## src/rtl/kpg_adder_pkg.sv

```systemverilog
package kpg_adder_pkg;
  typedef enum logic [0:0] {
    ARCH_KS = 1'b0,
    ARCH_SK = 1'b1
  } prefix_arch_e;

  function automatic logic maj3(input logic x, input logic y, input logic z);
    return (x & y) | (x & z) | (y & z);
  endfunction
endpackage

```

## src/rtl/kpg_status_gen.sv

```systemverilog
module kpg_status_gen #(
  parameter int WIDTH = 16
) (
  input  logic [WIDTH-1:0] a_i,
  input  logic [WIDTH-1:0] b_i,
  input  logic             cin_i,
  output logic [WIDTH-1:0] hi_o,
  output logic [WIDTH-1:0] lo_o
);
  // bit 0 absorbs the carry-in: resolves to 11 or 00
  logic seed;
  assign seed = kpg_adder_pkg::maj3(a_i[0], b_i[0], cin_i);

  for (genvar j = 0; j < WIDTH; j++) begin : g_bit
    if (j == 0) begin : g_seed
      assign hi_o[j] = seed;
      assign lo_o[j] = seed;
    end else begin : g_raw
      assign hi_o[j] = a_i[j];
      assign lo_o[j] = b_i[j];
    end
  end
endmodule

```

## src/rtl/kpg_cell.sv

```systemverilog
module kpg_cell (
  input  logic ms_hi_i,
  input  logic ms_lo_i,
  input  logic ls_hi_i,
  input  logic ls_lo_i,
  output logic hi_o,
  output logic lo_o
);
  // K/G above dominates; P above forwards the lower status
  assign hi_o = kpg_adder_pkg::maj3(ms_hi_i, ms_lo_i, ls_hi_i);
  assign lo_o = kpg_adder_pkg::maj3(ms_hi_i, ms_lo_i, ls_lo_i);
endmodule

```

## src/rtl/kpg_prefix_net.sv

```systemverilog
module kpg_prefix_net
  import kpg_adder_pkg::*;
#(
  parameter int           WIDTH = 16,
  parameter prefix_arch_e ARCH  = ARCH_KS
) (
  input  logic [WIDTH-1:0] hi_i,
  input  logic [WIDTH-1:0] lo_i,
  output logic [WIDTH-1:0] hi_o,
  output logic [WIDTH-1:0] lo_o
);
  localparam int LEVELS = (WIDTH > 1) ? $clog2(WIDTH) : 0;

  logic [LEVELS:0][WIDTH-1:0] hi_l;
  logic [LEVELS:0][WIDTH-1:0] lo_l;

  assign hi_l[0] = hi_i;
  assign lo_l[0] = lo_i;

  for (genvar l = 0; l < LEVELS; l++) begin : g_lvl
    localparam int SPAN = 1 << l;
    for (genvar j = 0; j < WIDTH; j++) begin : g_bit
      localparam int  SK_PART = ((j >> (l + 1)) << (l + 1)) + SPAN - 1;
      localparam bit  SK_MRG  = ((j >> l) & 1) == 1;
      localparam bit  KS_MRG  = j >= SPAN;
      localparam bit  MERGE   = (ARCH == ARCH_KS) ? KS_MRG : SK_MRG;
      localparam int  PART    = (ARCH == ARCH_KS) ? (KS_MRG ? j - SPAN : 0) : SK_PART;
      if (MERGE) begin : g_cell
        kpg_cell u_cell (
          .ms_hi_i (hi_l[l][j]),
          .ms_lo_i (lo_l[l][j]),
          .ls_hi_i (hi_l[l][PART]),
          .ls_lo_i (lo_l[l][PART]),
          .hi_o    (hi_l[l+1][j]),
          .lo_o    (lo_l[l+1][j])
        );
      end else begin : g_pass
        assign hi_l[l+1][j] = hi_l[l][j];
        assign lo_l[l+1][j] = lo_l[l][j];
      end
    end
  end

  assign hi_o = hi_l[LEVELS];
  assign lo_o = lo_l[LEVELS];
endmodule

```

## src/rtl/kpg_sum_stage.sv

```systemverilog
module kpg_sum_stage #(
  parameter int WIDTH = 16
) (
  input  logic [WIDTH-1:0] a_i,
  input  logic [WIDTH-1:0] b_i,
  input  logic             cin_i,
  input  logic [WIDTH-1:0] pre_hi_i,
  output logic [WIDTH-1:0] sum_o
);
  // carry into bit j is the resolved status of bits j-1..0
  for (genvar j = 0; j < WIDTH; j++) begin : g_bit
    if (j == 0) begin : g_lsb
      assign sum_o[j] = a_i[j] ^ b_i[j] ^ cin_i;
    end else begin : g_up
      assign sum_o[j] = a_i[j] ^ b_i[j] ^ pre_hi_i[j-1];
    end
  end
endmodule

```

## src/rtl/kpg_adder.sv

```systemverilog
module kpg_adder
  import kpg_adder_pkg::*;
#(
  parameter int           WIDTH = 16,
  parameter prefix_arch_e ARCH  = ARCH_KS
) (
  input  logic [WIDTH-1:0] a_i,
  input  logic [WIDTH-1:0] b_i,
  input  logic             cin_i,
  output logic [WIDTH-1:0] sum_o,
  output logic             cout_o
);
  logic [WIDTH-1:0] st_hi, st_lo;
  logic [WIDTH-1:0] pre_hi, pre_lo;

  kpg_status_gen #(.WIDTH(WIDTH)) u_status (
    .a_i   (a_i),
    .b_i   (b_i),
    .cin_i (cin_i),
    .hi_o  (st_hi),
    .lo_o  (st_lo)
  );

  kpg_prefix_net #(.WIDTH(WIDTH), .ARCH(ARCH)) u_prefix (
    .hi_i (st_hi),
    .lo_i (st_lo),
    .hi_o (pre_hi),
    .lo_o (pre_lo)
  );

  kpg_sum_stage #(.WIDTH(WIDTH)) u_sum (
    .a_i      (a_i),
    .b_i      (b_i),
    .cin_i    (cin_i),
    .pre_hi_i (pre_hi),
    .sum_o    (sum_o)
  );

  assign cout_o = pre_hi[WIDTH-1];
endmodule

```

## config.mk

```make
export PLATFORM = sky130hd
export DESIGN_NAME = kpg_adder
export DESIGN_NICKNAME = d
export VERILOG_FILES = /design/src/rtl/kpg_adder_pkg.sv /design/src/rtl/kpg_status_gen.sv /design/src/rtl/kpg_cell.sv /design/src/rtl/kpg_prefix_net.sv /design/src/rtl/kpg_sum_stage.sv /design/src/rtl/kpg_adder.sv
export SDC_FILE = /design/constraint.sdc
export NUM_CORES = 1
export LEC_CHECK = 0
export BUFFER_PORTS_ARGS = -buffer_cell sky130_fd_sc_hd__buf_2
export CAP_MARGIN = 5
export CORE_UTILIZATION = 48
export DETAILED_ROUTE_END_ITERATION = 7
export GPL_ROUTABILITY_DRIVEN = 0
export PLACE_DENSITY = 0.85
export SKIP_LAST_GASP = 1
export SYNTH_ARGS = -nofsm -noshare
export SYNTH_HDL_FRONTEND = slang
export SYNTH_SLANG_ARGS = --single-unit
```

## constraint.sdc

```tcl
create_clock -name vclk -period 3.7
set_input_delay 0.555 -clock vclk [all_inputs]
set_output_delay 0.555 -clock vclk [all_outputs]
set_load 0.01 [all_outputs]
```

## Yosys cells after proc, flatten, opt, wreduce, memory -nomap -nowiden

Cells that the tools add are included.

| cells by class | value |
|---|---|
| bitwise gates (word level) | 418 |

Operators with widths:

| cell | count |
|---|---|
| $and A1 B1 Y1 | 218 |
| $or A1 B1 Y1 | 168 |
| $xor A1 B1 Y1 | 32 |

| storage, ports and cells | value |
|---|---|
| register bits | 0 |
| output and inout port bits | 17 |
| logic and storage cells | 418 |

## Depth between registers and ports, before layout

Gate-level depths: netlist of the first run.

| depth | value |
|---|---|
| depth after elaboration | 15 |
| gate-level depth with buffers | 9 |
| depth with buffers taken out | 9 |

## By module

A second synthesis of the first run with hierarchy kept.

| unflattened totals | value |
|---|---|
| cells, all modules | 179 |
| area total of the unflattened synthesis | 1975.6 µm² |

By module, submodules not included:

| module | seq. area each (µm²) | cells an instance | instances | area each (µm²) |
|---|---|---|---|---|
| kpg_cell | 0.0 | 2 | 49 | 22.5 |
| kpg_sum_stage | 0.0 | 16 | 1 | 380.4 |
| kpg_status_gen | 0.0 | 33 | 1 | 251.5 |
| kpg_prefix_net | 0.0 | 32 | 1 | 240.2 |

## Worst setup path after synthesis of the first run

OpenSTA, ideal clock, no wires.

| timing | value |
|---|---|
| path type | in2out |
| start | input a_i[0] |
| end | output cout_o |
| arrival time | 2.605 ns |
| stages | 9 |
| path slack | 0.540 ns |
| required time | 3.145 ns |
| path through | inv_1 -> fa_1 -> fa_1 -> inv_1 -> maj3_1 -> a221o_1 -> a21oi_1 -> o31a_2 -> o21ai_0 |

| on the way | value |
|---|---|
| longest elaborated chain between the ends | 15 |

RTL lines:

| what | RTL line | source |
|---|---|---|
| from (decl) | kpg_adder.sv:7 | `input logic [WIDTH-1:0] a_i,` |
| $and A1 B1 Y1 | kpg_adder_pkg.sv:8 | `return (x & y) \| (x & z) \| (y & z);` |
| $or A1 B1 Y1 * (2 in series) | kpg_adder_pkg.sv:8 |  |
| $and A1 B1 Y1 | - |  |
| $or A1 B1 Y1 | - |  |
| $or A1 B1 Y1 * | - |  |
| $and A1 B1 Y1 | - |  |
| $or A1 B1 Y1 | - |  |
| $or A1 B1 Y1 * | - |  |
| $and A1 B1 Y1 | - |  |
| $or A1 B1 Y1 | - |  |
| $or A1 B1 Y1 * | - |  |
| $and A1 B1 Y1 | - |  |
| $or A1 B1 Y1 | - |  |
| $or A1 B1 Y1 * | - |  |
| to (decl) | kpg_adder.sv:11 | `output logic cout_o` |

Mark *: on every way between the ends. The rest lies on a longest branch, timed or not.

## Worst setup path after layout of the first run

Same ends and word-level chain as after synthesis.

==> reports/results.ini, run 1 <==
[power]
sw_frac_of_total=0.528
ir_drop_uv=100
p_leak_nw=0.606
seqPwrFrac=0
power_switching_mw=0.118
pwr-share-comb=1.000
internal_power_mw=0.106
p_clk_frac=0
power_density_nw_per_um2=186

[critical_path]
startpoint=a_i[0]
cp_slowest_cell=fa_1
arrival_ps=2820
critPathMaxStageDelay_ps=460
crit_type=in -> out
cp.required_ps=3140
cp-start-kind=input port
endpoint_kind=output pin
worstPathCellList=buf_2 > inv_1 > fa_1 > fa_1 > inv_1 > maj3_1 > a221o_1 > a21oi_1 > o31a_2 > o21ai_0 > buf_2
crit_path_max_fanout=5
crit_end=cout_o

[floorplanning]
start_util=0.528
core.rowCount=15
fp.coreArea_um2=1760
die_y_um=46.0
die_w_um=46.0
die_area_um2=2120
ioPinCount=50

[global_routing]
grt_pass1_vias=933
track_usage=0.227
overflow=0
grt_max_degree=9
grt_pass1_wl_mm=3.73
antenna_found_initial=0

[route]
ant_nets=0
drt_iter0_drc=22
drt_wl_total_mm=2.39
dr_total_vias=1101
vias_per_cell=5.45
drc_errors=0
routedWlPerCell_um=11.8
drt_pass1_iterations=4

[min_path]
min_path_type=in -> out
hold_depth=4
worstHoldStart=a_i[14]

[sta]
hold_violations=0
rsz0062_at_grt=false
finalSetupViolCount=0
max_slew_margin=0.752
tightest_slew_ps=363
fin_setup_tns_ps=0
clock.fmax_mhz=296
fin_crit_ps=3370
drv_slew=0
fin_crit_sh=0.912

[cells_and_area]
final_common_cell=buf_2
antenna-diode-count=0
drive_above_1_share=0.367
mostFrequentLayoutCells=buf_2, ha_1, or2_2, nand2_1, nor2_1
instances_no_fill=202
syn2layout_area_growth_pct=29.7
post-route-cell-area_um2=1210
nClkBuffers=0
design.seq.count=0
register_area_um2=0
fin_nets=228

[synth]
synth.avg_cell_area_um2=7.27
ys_types=38
synth_cells=128
yosys_warnings=0
netlist_area_um2=931
synth_nets=177
ys_seq_area_frac=0

[clock_tree]
cts-resized-gates=0
postCtsSetupBuffers=0
cts_hold_buf=0

[flow_run]
maxCapViolCount=0

[run_status]
status=finished, final reports clean

[placement]
io_buffers=50
placedCellCount=202
placed_cell_area_um2=1210
hpwl_mm=2.08

## how the worst min path moves through the flow
| stage | endpoint | slack [ps] |
|---|---|---|
| final | cout_o | 1450 |
| after global routing | cout_o | 1500 |
| after CTS | cout_o | 1460 |
| after detailed placement | cout_o | 1450 |
| after global placement | cout_o | 1450 |
| after floorplan | cout_o | 1280 |
## routing by layer
layer | vias to the layer above | GRT usage | wire length (um)
met5 | - | 0 | 0
met4 | 0 | 0.00588 | 0
met3 | 0 | 0.0119 | 109
met2 | 34 | 0.417 | 1240
met1 | 486 | 0.302 | 1040
li1 | 581 | - | -
## synth_stat cells, drive strengths merged, types with 3 or more instances
cell / instances / share of area
ha: 14 / 0.19
or2: 11 / 0.074
nand2: 10 / 0.040
nor2: 10 / 0.040
a31oi: 9 / 0.060
inv: 9 / 0.036
xnor2: 9 / 0.085
o21ai: 7 / 0.038
a21oi: 6 / 0.032
xor2: 5 / 0.047
maj3: 3 / 0.032
nand2b: 3 / 0.020
o211ai: 3 / 0.024
o22a: 3 / 0.030
## power by group through the flow
stage                     sequential, mW  clock, mW  combinational [mW]
after floorplan                        0          0               0.138
after global placement                 0          0               0.217
after detailed placement               0          0               0.223
after CTS                              0          0               0.224
after global routing                   0          0               0.246
final                                  0          0               0.224
## critical path, delay by kind of cell
kind | cells | cell delay, ps
adders and majority gates | 3 | 1060
AOI/OAI and AO/OA | 4 | 850
buffers and inverters | 4 | 340
## metrics by stage
stage | util | hold WS (ps) | total power, mW | setup slack, ps
5_1_grt | 0.684 | 1500 | 0.246 | 156
3_3_place_gp | 0.684 | 1450 | 0.217 | 387
4_1_cts | 0.684 | 1460 | 0.224 | 317
6_report | 0.684 | 1450 | 0.224 | 327
2_1_floorplan | - | 1280 | 0.138 | 540
3_5_place_dp | 0.684 | 1450 | 0.223 | 319
## cells by family (layout without fill, tap and decap cells)
group                    count (synthesis)  count (layout)  share of synthesized area
AO/OA/AOI/OAI                           44              44                      0.337
buffers and inverters                   10              59                     0.0417
XOR/XNOR                                14              14                      0.132
adder cells (fa/ha/maj)                 19              19                      0.263
AND/OR/NAND/NOR                         41              41                      0.226
## cell type report
type	instances	area, um^2
timing repair buffer	50	250
inverter	9	33.8
tap	25	31.3
multi-input combinational	118	892
fill	178	557
Note: power is estimated with default switching activity, not from simulation.
==> inputs of run 2 (changes only) <==
==> constraint.sdc (replaced) <==
create_clock -name vclk -period 3.7
set_input_delay 0.555 -clock vclk [all_inputs]
set_output_delay 0.555 -clock vclk [all_outputs]
set_load 0.005 [all_outputs]
==> run 2 against run 1 <==
  * Final cell count is the same
  * Sequential share of layout area stayed put
  * Count of clock-buffer cells in the layout unchanged
  * Total power down 8.0%
  * Sequential cell count did not move
  * Utilization stayed put
  * Global-route usage rose by 0.73 points
  * First-iteration DRC count is 27% lower
  * Die area did not move
  * Critical path type unchanged
  * Largest power group unchanged
==> reports/results.ini, run 2 (same netlist as run 1, synthesis figures left out) <==
[run_status]
status=finished, final reports clean

[cells_and_area]
final_common_cell=buf_2
drive_above_1_share=0.367  ; unchanged
instances_no_fill=202  ; unchanged
fillers=173  ; -2.8%
fin_nets=228  ; unchanged
syn2layout_area_growth_pct=29.7  ; unchanged
fin_util=0.684  ; unchanged
mostFrequentLayoutCells=buf_2, ha_1, or2_2, nand2_1, nor2_1
design.seq.count=0  ; unchanged
antenna-diode-count=0  ; unchanged
nClkBuffers=0  ; unchanged
register_area_um2=0  ; unchanged

[route]
drc_errors=0  ; unchanged
ant_nets=0  ; unchanged
routedWlPerCell_um=11.9  ; +0.29%
dr_total_vias=1115  ; +1.3%
drt_iter0_drc=16  ; -27%
drt_pass1_iterations=4  ; unchanged
vias_per_cell=5.52  ; +1.3%
drt_wl_total_mm=2.39  ; +0.29%

[sta]
drv_slew=0  ; unchanged
postLayoutSetupSlackWorst_ps=341  ; +14.2 ps
finalSetupViolCount=0  ; unchanged
clock.fmax_mhz=298  ; +0.42%
fin_crit_ps=3360  ; -14.2 ps
max_slew_margin=0.747  ; -0.00419
fin_setup_tns_ps=0  ; unchanged
fin_crit_sh=0.908  ; -0.00384
tightest_slew_ps=369  ; +6.13 ps
rsz0062_at_grt=false
hold_violations=0  ; unchanged

[critical_path]
cp.required_ps=3140  ; about the same
endpoint_kind=output pin
arrival_ps=2800  ; -20 ps
cp-start-kind=input port
crit_type=in -> out
crit_path_max_fanout=5  ; unchanged

[placement]
pre_cts_slack_ps=342  ; +23.2 ps
hpwl_mm=2.10  ; +0.80%
placedCellCount=202  ; unchanged
io_buffers=50  ; unchanged

[power]
p_leak_nw=0.606  ; unchanged
ir_drop_uv=90.7  ; -9.7%
power_density_nw_per_um2=171  ; -8.0%

[clock_tree]
cts_hold_buf=0  ; unchanged
postCtsSetupBuffers=0  ; unchanged
cts-resized-gates=0  ; unchanged

[global_routing]
grt_pass1_vias=1002  ; +7.4%
antenna_found_initial=0  ; unchanged
grt_pass1_wl_mm=3.82  ; +2.6%
track_usage=0.234  ; +0.00726
grt_max_degree=9  ; unchanged
overflow=0  ; unchanged

[min_path]
min_path_type=in -> out

[floorplanning]
die_y_um=46.0  ; unchanged
ioPinCount=50  ; unchanged
fp.coreArea_um2=1760  ; unchanged
start_util=0.528  ; unchanged
die_area_um2=2120  ; unchanged
core.rowCount=15  ; unchanged
die_w_um=46.0  ; unchanged

[flow_run]
maxCapViolCount=0  ; unchanged

-- run 2: cell counts in the layout (fill, tap and decap cells not counted) --
Identical to the previous run, type by type.
-- run 2: power breakdown --
| part | internal (mW) | switching, mW | leakage [nW] |
|---|---|---|---|
| Combinational | 0.105 | 0.101 | 0.606 |
| Sequential | 0 | 0 | 0 |
| Clock | 0 | 0 | 0 |
-- run 2: layer usage --
metal / vias up / part of all wire / routed length [um] / track usage
met5: - / 0 / 0 / 0
met4: 0 / 0 / 0 / 0.0235
met3: 0 / 0.043 / 104 / 0.0119
met2: 33 / 0.52 / 1240 / 0.442
met1: 501 / 0.44 / 1050 / 0.295
li1: 581 / - / - / -
-- run 2: critical path, stage by stage --
cell and delay, ps:
buf_2 70, inv_1 40, fa_1 460, fa_1 420, inv_1 80, maj3_1 180
a221o_1 240, a21oi_1 120, o31a_2 350, o21ai_0 150, buf_2 130
-- run 2: stage by stage --
stage               hold slack (ps)  cell area [um^2]  total power, mW
CTS                            1440              1210            0.207
finish                         1450              1210            0.206
detailed placement             1440              1210            0.206
floorplan                      1230               931            0.122
global route                   1490              1210            0.231
global placement               1430              1210            0.201
-- run 2: area by class of cell --
class / instances / area, um^2 / area share
Inverter: 9 / 33.8 / 0.0280
Timing Repair Buffer: 50 / 250 / 0.207
Tap cell: 25 / 31.3 / 0.0259
Multi-Input combinational cell: 118 / 892 / 0.739
-- run 2: path summary, 6_finish.rpt --
check | depth (start not counted) | slack, ps | to | start
min | 4 | 1450 | cout_o | b_i[14]
max | 11 | 340 | cout_o | a_i[0]
